## src/rtl/lw_pkg.sv

```systemverilog
package lw_pkg;
   typedef enum logic [1:0] {
      TMR_IDLE   = 2'd0,
      TMR_PORCH  = 2'd1,
      TMR_ACTIVE = 2'd2
   } tmr_state_e;

   function automatic int unsigned lw_max(input int unsigned a, input int unsigned b);
      return (a > b) ? a : b;
   endfunction
endpackage

```

## src/rtl/lw_sync_edge.sv

```systemverilog
module lw_sync_edge #(
   parameter int unsigned STAGES = 2
) (
   input  logic clk,
   input  logic rst_n,
   input  logic din,
   output logic synced_o,
   output logic rise_o
);
   logic [STAGES-1:0] stage_q;
   logic              prev_q;

   generate
      if (STAGES < 2) begin : g_bad_stages
         $error("lw_sync_edge: STAGES must be at least 2");
      end
      for (genvar i = 0; i < STAGES; i++) begin : g_stage
         if (i == 0) begin : g_first
            always_ff @(posedge clk or negedge rst_n) begin
               if (!rst_n) stage_q[0] <= 1'b1;
               else        stage_q[0] <= din;
            end
         end else begin : g_next
            always_ff @(posedge clk or negedge rst_n) begin
               if (!rst_n) stage_q[i] <= 1'b1;
               else        stage_q[i] <= stage_q[i-1];
            end
         end
      end
   endgenerate

   always_ff @(posedge clk or negedge rst_n) begin
      if (!rst_n) prev_q <= 1'b1;
      else        prev_q <= stage_q[STAGES-1];
   end

   assign synced_o = stage_q[STAGES-1];
   assign rise_o   = stage_q[STAGES-1] & ~prev_q;
endmodule

```

## src/rtl/lw_line_timer.sv

```systemverilog
module lw_line_timer
   import lw_pkg::*;
#(
   parameter int unsigned BP_CYCLES    = 80,
   parameter int unsigned ACT_CYCLES   = 702,
   parameter bit          PORCH_RETRIG = 1'b1
) (
   input  logic clk,
   input  logic rst_n,
   input  logic rise_i,
   output logic porch_o,
   output logic active_o,
   output logic stb_o
);
   localparam int unsigned CMAX = lw_max(BP_CYCLES, ACT_CYCLES);
   localparam int unsigned CW   = (CMAX < 2) ? 1 : $clog2(CMAX);
   localparam logic [CW-1:0] BP_LOAD  = CW'(BP_CYCLES - 1);
   localparam logic [CW-1:0] ACT_LOAD = CW'(ACT_CYCLES - 1);

   tmr_state_e    st_q, st_d;
   logic [CW-1:0] cnt_q, cnt_d;
   logic          stb_q, stb_d;
   logic          restart;

   generate
      if (BP_CYCLES < 1) begin : g_bad_bp
         $error("lw_line_timer: BP_CYCLES must be at least 1");
      end
      if (ACT_CYCLES < 1) begin : g_bad_act
         $error("lw_line_timer: ACT_CYCLES must be at least 1");
      end
      if (PORCH_RETRIG) begin : g_retrig
         assign restart = rise_i;
      end else begin : g_oneshot
         assign restart = 1'b0;
      end
   endgenerate

   always_comb begin
      st_d  = st_q;
      cnt_d = cnt_q;
      stb_d = 1'b0;
      unique case (st_q)
         TMR_IDLE: begin
            if (rise_i) begin
               st_d  = TMR_PORCH;
               cnt_d = BP_LOAD;
            end
         end
         TMR_PORCH: begin
            if (restart) begin
               cnt_d = BP_LOAD;
            end else if (cnt_q == '0) begin
               st_d  = TMR_ACTIVE;
               cnt_d = ACT_LOAD;
               stb_d = 1'b1;
            end else begin
               cnt_d = cnt_q - 1'b1;
            end
         end
         TMR_ACTIVE: begin
            if (cnt_q == '0) st_d  = TMR_IDLE;
            else             cnt_d = cnt_q - 1'b1;
         end
         default: begin
            st_d  = TMR_IDLE;
            cnt_d = '0;
         end
      endcase
   end

   always_ff @(posedge clk or negedge rst_n) begin
      if (!rst_n) begin
         st_q  <= TMR_IDLE;
         cnt_q <= '0;
         stb_q <= 1'b0;
      end else begin
         st_q  <= st_d;
         cnt_q <= cnt_d;
         stb_q <= stb_d;
      end
   end

   assign porch_o  = (st_q == TMR_PORCH);
   assign active_o = (st_q == TMR_ACTIVE);
   assign stb_o    = stb_q;

   // the two windows never overlap
   a_r3_windows_exclusive: assert property (@(posedge clk) disable iff (!rst_n)
      !(porch_o && active_o));
   // the end of the porch hands over to the active window
   a_r3_porch_cascade: assert property (@(posedge clk) disable iff (!rst_n)
      $fell(porch_o) |-> active_o);
   // an edge during the active window opens no porch
   a_r5_no_retrigger: assert property (@(posedge clk) disable iff (!rst_n)
      (active_o && rise_i) |=> !porch_o);
   // the active window is followed by idle
   a_r6_idle_after_active: assert property (@(posedge clk) disable iff (!rst_n)
      $fell(active_o) |-> !porch_o);
   // the strobe marks only the first active cycle
   a_r7_strobe_first_cycle: assert property (@(posedge clk) disable iff (!rst_n)
      stb_o |-> (active_o && !$past(active_o)));
   a_r7_strobe_single: assert property (@(posedge clk) disable iff (!rst_n)
      stb_o |=> !stb_o);
endmodule

```

## src/rtl/lw_vsync_integ.sv

```systemverilog
module lw_vsync_integ #(
   parameter int unsigned INT_MAX = 1023,
   parameter int unsigned VS_ON   = 600,
   parameter int unsigned VS_OFF  = 200
) (
   input  logic clk,
   input  logic rst_n,
   input  logic sync_n_i,
   output logic vsync_o
);
   localparam int unsigned AW = $clog2(INT_MAX + 1);
   localparam logic [AW-1:0] MAX_A = AW'(INT_MAX);
   localparam logic [AW-1:0] ON_A  = AW'(VS_ON);
   localparam logic [AW-1:0] OFF_A = AW'(VS_OFF);

   logic [AW-1:0] acc_q;
   logic          vs_q;

   generate
      if (!(VS_OFF < VS_ON && VS_ON <= INT_MAX)) begin : g_bad_thresh
         $error("lw_vsync_integ: need VS_OFF < VS_ON <= INT_MAX");
      end
   endgenerate

   always_ff @(posedge clk or negedge rst_n) begin
      if (!rst_n) begin
         acc_q <= '0;
      end else if (!sync_n_i) begin
         if (acc_q != MAX_A) acc_q <= acc_q + 1'b1;
      end else begin
         if (acc_q != '0) acc_q <= acc_q - 1'b1;
      end
   end

   always_ff @(posedge clk or negedge rst_n) begin
      if (!rst_n)              vs_q <= 1'b0;
      else if (acc_q >= ON_A)  vs_q <= 1'b1;
      else if (acc_q <= OFF_A) vs_q <= 1'b0;
   end

   assign vsync_o = vs_q;

   // count stays in range
   a_r8_acc_bound: assert property (@(posedge clk) disable iff (!rst_n)
      acc_q <= MAX_A);
   // low sync below saturation climbs by one
   a_r8_climb: assert property (@(posedge clk) disable iff (!rst_n)
      (!sync_n_i && acc_q != MAX_A) |=> acc_q == $past(acc_q) + 1'b1);
   // set only after reaching the upper threshold
   a_r9_set_threshold: assert property (@(posedge clk) disable iff (!rst_n)
      $rose(vs_q) |-> $past(acc_q) >= ON_A);
   // clear only after reaching the lower threshold
   a_r9_clear_threshold: assert property (@(posedge clk) disable iff (!rst_n)
      $fell(vs_q) |-> $past(acc_q) <= OFF_A);
endmodule

```

## src/rtl/sync_line_windows.sv

```systemverilog
module sync_line_windows #(
   parameter int unsigned SYNC_STAGES  = 2,
   parameter int unsigned BP_CYCLES    = 80,
   parameter int unsigned ACT_CYCLES   = 702,
   parameter bit          PORCH_RETRIG = 1'b1,
   parameter int unsigned INT_MAX      = 1023,
   parameter int unsigned VS_ON        = 600,
   parameter int unsigned VS_OFF       = 200
) (
   input  logic clk,
   input  logic rst_n,
   input  logic csync_n,
   output logic porch_o,
   output logic active_o,
   output logic line_stb_o,
   output logic vsync_o
);
   logic sync_s;
   logic sync_rise;

   lw_sync_edge #(.STAGES(SYNC_STAGES)) u_edge (
      .clk      (clk),
      .rst_n    (rst_n),
      .din      (csync_n),
      .synced_o (sync_s),
      .rise_o   (sync_rise)
   );

   lw_line_timer #(
      .BP_CYCLES    (BP_CYCLES),
      .ACT_CYCLES   (ACT_CYCLES),
      .PORCH_RETRIG (PORCH_RETRIG)
   ) u_timer (
      .clk      (clk),
      .rst_n    (rst_n),
      .rise_i   (sync_rise),
      .porch_o  (porch_o),
      .active_o (active_o),
      .stb_o    (line_stb_o)
   );

   lw_vsync_integ #(
      .INT_MAX (INT_MAX),
      .VS_ON   (VS_ON),
      .VS_OFF  (VS_OFF)
   ) u_vs (
      .clk      (clk),
      .rst_n    (rst_n),
      .sync_n_i (sync_s),
      .vsync_o  (vsync_o)
   );

   // outputs quiet while reset is held
   a_r1_reset_quiet: assert property (@(posedge clk)
      !rst_n |-> !(porch_o || active_o || line_stb_o || vsync_o));
endmodule

```

## config.mk

```make
export PLATFORM = sky130hd
export DESIGN_NAME = sync_line_windows
export DESIGN_NICKNAME = d
export VERILOG_FILES = /design/src/rtl/lw_pkg.sv /design/src/rtl/lw_sync_edge.sv /design/src/rtl/lw_line_timer.sv /design/src/rtl/lw_vsync_integ.sv /design/src/rtl/sync_line_windows.sv
export SDC_FILE = /design/constraint.sdc
export NUM_CORES = 1
export LEC_CHECK = 0
export ABC_AREA = 1
export ABC_CLOCK_PERIOD_IN_PS = 3130
export BUFFER_PORTS_ARGS = -buffer_cell sky130_fd_sc_hd__buf_2
export CELL_PAD_IN_SITES_DETAIL_PLACEMENT = 1
export CELL_PAD_IN_SITES_GLOBAL_PLACEMENT = 1
export CORE_MARGIN = 2
export CORE_UTILIZATION = 49
export CTS_CLUSTER_DIAMETER = 200
export CTS_CLUSTER_SIZE = 30
export DETAILED_ROUTE_END_ITERATION = 8
export PLACE_DENSITY_LB_ADDON = 0.1
export SYNTH_ARGS = -nofsm -noshare
export SYNTH_HDL_FRONTEND = slang
export SYNTH_HIERARCHICAL = 1
export SYNTH_SLANG_ARGS = --single-unit
```

## constraint.sdc

```tcl
create_clock -name clk -period 3.13 [get_ports clk]
set_input_delay 0.313 -clock clk [delete_from_list [all_inputs] [get_ports clk]]
set_output_delay 0.313 -clock clk [all_outputs]
set_load 0.005 [all_outputs]
```

* After elaboration in Yosys (flattened, before gate mapping)
Cells that the tools add are included.
** Storage, ports and cells
- Register bits :: 27
- Bits of input ports :: 3
- Word-level logic and storage cells :: 50
** Operators by class
- Reduce and logical (&&, ||, !) cells :: 8
- Equality and inequality tests :: 9
- Order comparisons :: 2
- $add $sub $neg :: 3
- Mux-type cells :: 18
- Bitwise gates (word level) :: 2
** Operator list (count)
- 2-to-1 mux 10 bit :: 7
- case mux 10 bit (3 select lines) :: 1
- subtractor 10 x 1 -> 10 bit, second input constant :: 2
- adder 10 x 1 -> 10 bit, second input constant :: 1
- greater-or-equal comparator 10 bit, second input constant :: 1
- <= comparator 10 x 8 -> 1 bit, second input constant :: 1
- logical NOT 10 bit :: 1
- != test 10 bit, second input constant :: 1
- nonzero test 10 bit :: 1
- 2-to-1 mux 2 bit :: 4
- != test 2 x 1 -> 1 bit, second input constant :: 3
- != test 2 bit, second input constant :: 3
- case mux 2 bit (3 select lines) :: 1
- 2-to-1 mux 1 bit :: 5
- AND reduction 2 bit :: 2
- AND reduction 4 bit :: 1
- nonzero test 2 bit :: 2
- == test 2 x 1 -> 1 bit, second input constant :: 1
- == test 2 bit, second input constant :: 1
- logical NOT 2 bit :: 1
- AND 1 bit :: 1
- NOT 1 bit :: 1

* Depth between registers and ports, before layout
- Depth after elaboration :: 4
- Gate-level depth with buffers :: 11
- Gate-level depth less buffers :: 11

* Modules after synthesis
Netlist, hierarchy kept.
** By module, submodules not included
- lw_vsync_integ :: instances 1, area each 1043.5 um^2, cells each 152
- lw_line_timer :: instances 1, area each 867.1 um^2, cells each 127
- lw_sync_edge :: instances 1, area each 88.8 um^2, cells each 5

* Worst setup path after synthesis
Ideal clock, no wire load.
- Path type :: reg2reg
- Start :: register u_edge.stage_q[1] (netlist: u_edge/synced_o)
- End :: register u_vs.acc_q[5]
- Setup time :: 0.118 ns
- Path slack :: 1.378 ns
- Arrival :: 1.634 ns
- Cell stages (with the launch flop) :: 9
- Required time :: 3.012 ns
- Buffers on the path :: 0
- Cells stage by stage :: dfstp_2 ha_1 nand2_1 nand3_2 nand2_1 nand2_1 or2_1 nand3_2 nand2_1
** Between the ends
- Word-level cells in the longest chain between the ends :: 2
- Elaborated cells between the ends (all ways) :: 4
- Those cells by class :: 1 x eq/ne; 1 x mux; 2 x reduce/logical
** Ends and longest elaborated chain
- start: declaration :: line lw_sync_edge.sv:10 : logic [STAGES-1:0] stage_q;
- start signal: indexed assignment :: line lw_sync_edge.sv:26 : else stage_q[i] <= stage_q[i-1];
- != test 2 x 1 -> 1 bit (no source line) or nonzero test 2 bit (tied branches)
- AND reduction 2 bit (no source line)
- end signal: assignment :: line lw_vsync_integ.sv:29 : if (acc_q != MAX_A) acc_q <= acc_q + 1'b1;
- end signal: assignment :: line lw_vsync_integ.sv:31 : if (acc_q != '0) acc_q <= acc_q - 1'b1;
- end: declaration :: line lw_vsync_integ.sv:16 : logic [AW-1:0] acc_q;
Parallel ways exist; a longest one is shown, timed or not.
A chain may end at the register's enable or synchronous reset.

* Worst setup path in the final report
Ends and elaborated chain as after synthesis.

==> results.json <==
{
  "layout_commonest_cell": "nand2_1",
  "min_period_over_period_pct": 62.08,
  "synth_seq_area_share_pct": 33.98,
  "worstPathMaxFanout": 16,
  "synthesis.area_um2": 1999,
  "arrival_ns": 2.11,
  "cts_setup_buffers": 0,
  "dp_hpwl_um": 3852,
  "skew_ns": 0.005072,
  "synth_area_leaders": "dfrtp_1 30%, nand2_1 18%, inv_1 6.4%",
  "synth_cell_types": 31,
  "endpoint_kind": "flip-flop",
  "clockBufferDepth": 2,
  "yosysTopAreaCell": "dfrtp_1",
  "clock-sinks": 27,
  "drive_gt1_share_pct": 15.36,
  "tightest_slew_ns": 0.6468,
  "routed_wirelength_um": 4939,
  "netlist_instances": 284,
  "numCtsBuffers": 3,
  "yosysWarningCount": 6,
  "grt_usage_pct": 24.07,
  "maxSlewHeadroom_pct": 56.88,
  "cts-resized-gates": 0,
  "start_util_pct": 50.35,
  "gp_congestion": 0.8753,
  "path_clk_slew_ns": 0.10,
  "drt_iter0_markers": 112,
  "fmax_mhz": 514.6,
  "power.leakage_uw": 0.001095,
  "setup_violations": 0,
  "mostFrequentLayoutCells": "96 x nand2_1, 34 x inv_1, 28 x nor2_1, 24 x dfrtp_1, 20 x nand3_1",
  "vdd_ir_drop_max_mv": 0.4721,
  "worstPathRequired_ns": 3.30,
  "die_w_um": 67.88,
  "crit_top_cell": "nand2_1",
  "setup_tns_ns": 0,
  "hold_viol": 0,
  "drcViolationCount": 0,
  "pwr-share-seq_pct": 37.6,
  "power_uw": 1631,
  "coreArea_um2": 3971,
  "fillers": 544,
  "clk_latency_ns": 0.27,
  "fin_nets": 307,
  "p_clk_share_pct": 12.6,
  "die_y_um": 67.88,
  "synthDominantCellAreaShare_pct": 30.04,
  "ios": 7,
  "die_area_um2": 4608,
  "synth_area_per_cell_um2": 7.040,
  "placementRows": 23,
  "viasPerCell": 5.257,
  "multi_input_area_um2": 1174,
  "outcome": "finished, final reports clean",
  "dr.pass1.iters": 4,
  "worstHoldPathType": "in -> async",
  "period_minus_slack_ns": 1.943,
  "wl_per_cell_um": 14.40,
  "power_frac_comb_pct": 49.7,
  "start_kind": "flip-flop",
  "antenna_found_initial": 0,
  "slew_viol_final": 0,
  "grt_max_degree": 28,
  "p_int_uw": 857.4,
  "switching_share_pct": 47.42,
  "grt.overflow.total": 0,
  "grt_pass1_vias": 1720,
  "postRouteAntennaNets": 0,
  "via_count": 1803,
  "crit_path_max_incr_delay_ns": 0.78,
  "p_sw_uw": 773.4,
  "antenna_cells": 0,
  "crit_chain": "ha_1, nand2_1, nand3_2, nand2_1, nand2_1, or2_1, nand3_2, nand2_1",
  "cellPowerDensity_nw_per_um2": 766.7,
  "cts_hold_buf": 0,
  "regArea_um2": 679.4,
  "finalWorstSetupSlack_ns": 1.187,
  "ff2ff_setup_slack_ns": 1.19,
  "preCtsSetupSlack_ns": 1.183,
  "path_class": "reg -> reg",
  "cts.htree.levels": 1,
  "timing.rr.start": "u_edge/synced_o",
  "syn2layout_area_growth_pct": 6.383,
  "rsz0062_at_grt": "no",
  "cts_tree": "built",
  "cts_root_buffer": "clkbuf_8",
  "r2r_end": "u_vs/acc_q[5]",
  "critPathSlowestCell": "dfstp_2",
  "max_cap_violations": 0,
  "port_buffers": 6,
  "syn-num-nets": 297,
  "grt_pass1_wl_um": 8266,
  "rr_worst_depth": 8,
  "synth_seq_cells": 27
}
[cells in the mapped netlist]
library cell,instances
xor2_1,5
o21ai_0,8
nand2_1,96
xnor2_1,2
nand3_2,6
nand3b_1,2
or2_1,1
nand3_4,1
nor3_2,1
inv_1,34
nand4_1,4
o21ai_1,2
dfstp_2,3
nand2_4,3
nand2_2,7
nor2_1,28
o21bai_1,1
o21ai_2,1
o31ai_1,1
a21oi_1,6
buf_6,1
fa_1,1
nor3b_1,1
nor3_1,3
a21oi_2,1
nand3_1,20
dfrtp_1,24
ha_1,9
nor2_2,9
inv_2,2
nor2_4,1
[through the flow]
stage                     util [%]  std cells  hold slack (ns)  cell area (um^2)
after floorplan                  -        284          0.01741              1999
after global placement       52.39        339           0.3458              2081
after detailed placement     52.39        339           0.3528              2081
after CTS                    53.56        343          0.08150              2127
after global routing         53.56        343          0.09865              2127
final                        53.56        343          0.05303              2127
[how the worst max path moves through the flow]
stage | start | to | slack [ns]
after floorplan | u_edge/synced_o | u_vs/acc_q[5] | 1.38
after global placement | u_edge/synced_o | u_vs/acc_q[5] | 1.26
after detailed placement | u_edge/synced_o | u_vs/acc_q[5] | 1.18
after CTS | u_edge/synced_o | u_vs/acc_q[5] | 1.18
after global routing | u_edge/synced_o | u_vs/acc_q[9] | 1.04
final | u_edge/synced_o | u_vs/acc_q[5] | 1.19
[cells by family after synthesis]
kind of cell | synth area share, %
AO/OA/AOI/OAI | 5.633
XOR/XNOR | 3.066
adder cells (fa/ha/maj) | 6.633
buffers and inverters | 7.322
flip-flops | 33.98
AND/OR/NAND/NOR | 43.37
[flip-flops by register name (all words and copies together), names as in the netlist]
signal / cells
u_timer/cnt_q: 10
u_vs/acc_q: 10
u_timer/st_q: 2
u_edge/prev_q: 1
u_edge/stage_q: 1
u_edge/synced_o: 1
u_timer/stb_o: 1
u_vs/vsync_o: 1
[power by group through the flow]
stage	Clock (uW)	Combinational, uW	Sequential [uW]
finish	206	811	613
global route	228	941	633
CTS	216	817	612
detailed placement	0	812	619
global placement	0	773	615
floorplan	0	681	551
[layer usage]
layer  track usage [%]  share of wire [%]  vias up
met5                 0                  0        -
met4             3.750               0.55        0
met3             2.961                3.0        2
met2             38.11                 45       21
met1             35.84                 51      867
li1                  -                  -      913
[critical path: cells and delay by family (launching register included)]
kind	cells	cell delay [ns]
adder cells (fa/ha/maj)	1	0.36
flip-flops	1	0.78
AND/OR/NAND/NOR	7	0.69
[final cells by class]
cell class | count | area share, %
multi-input combinational | 220 | 55.18
inverter | 36 | 6.353
timing repair buffer | 6 | 1.412
sequential | 27 | 31.94
clock inverter | 1 | 0.2353
clock buffer | 3 | 1.941
tap | 50 | 2.941
(Power assumes the default switching activity.)
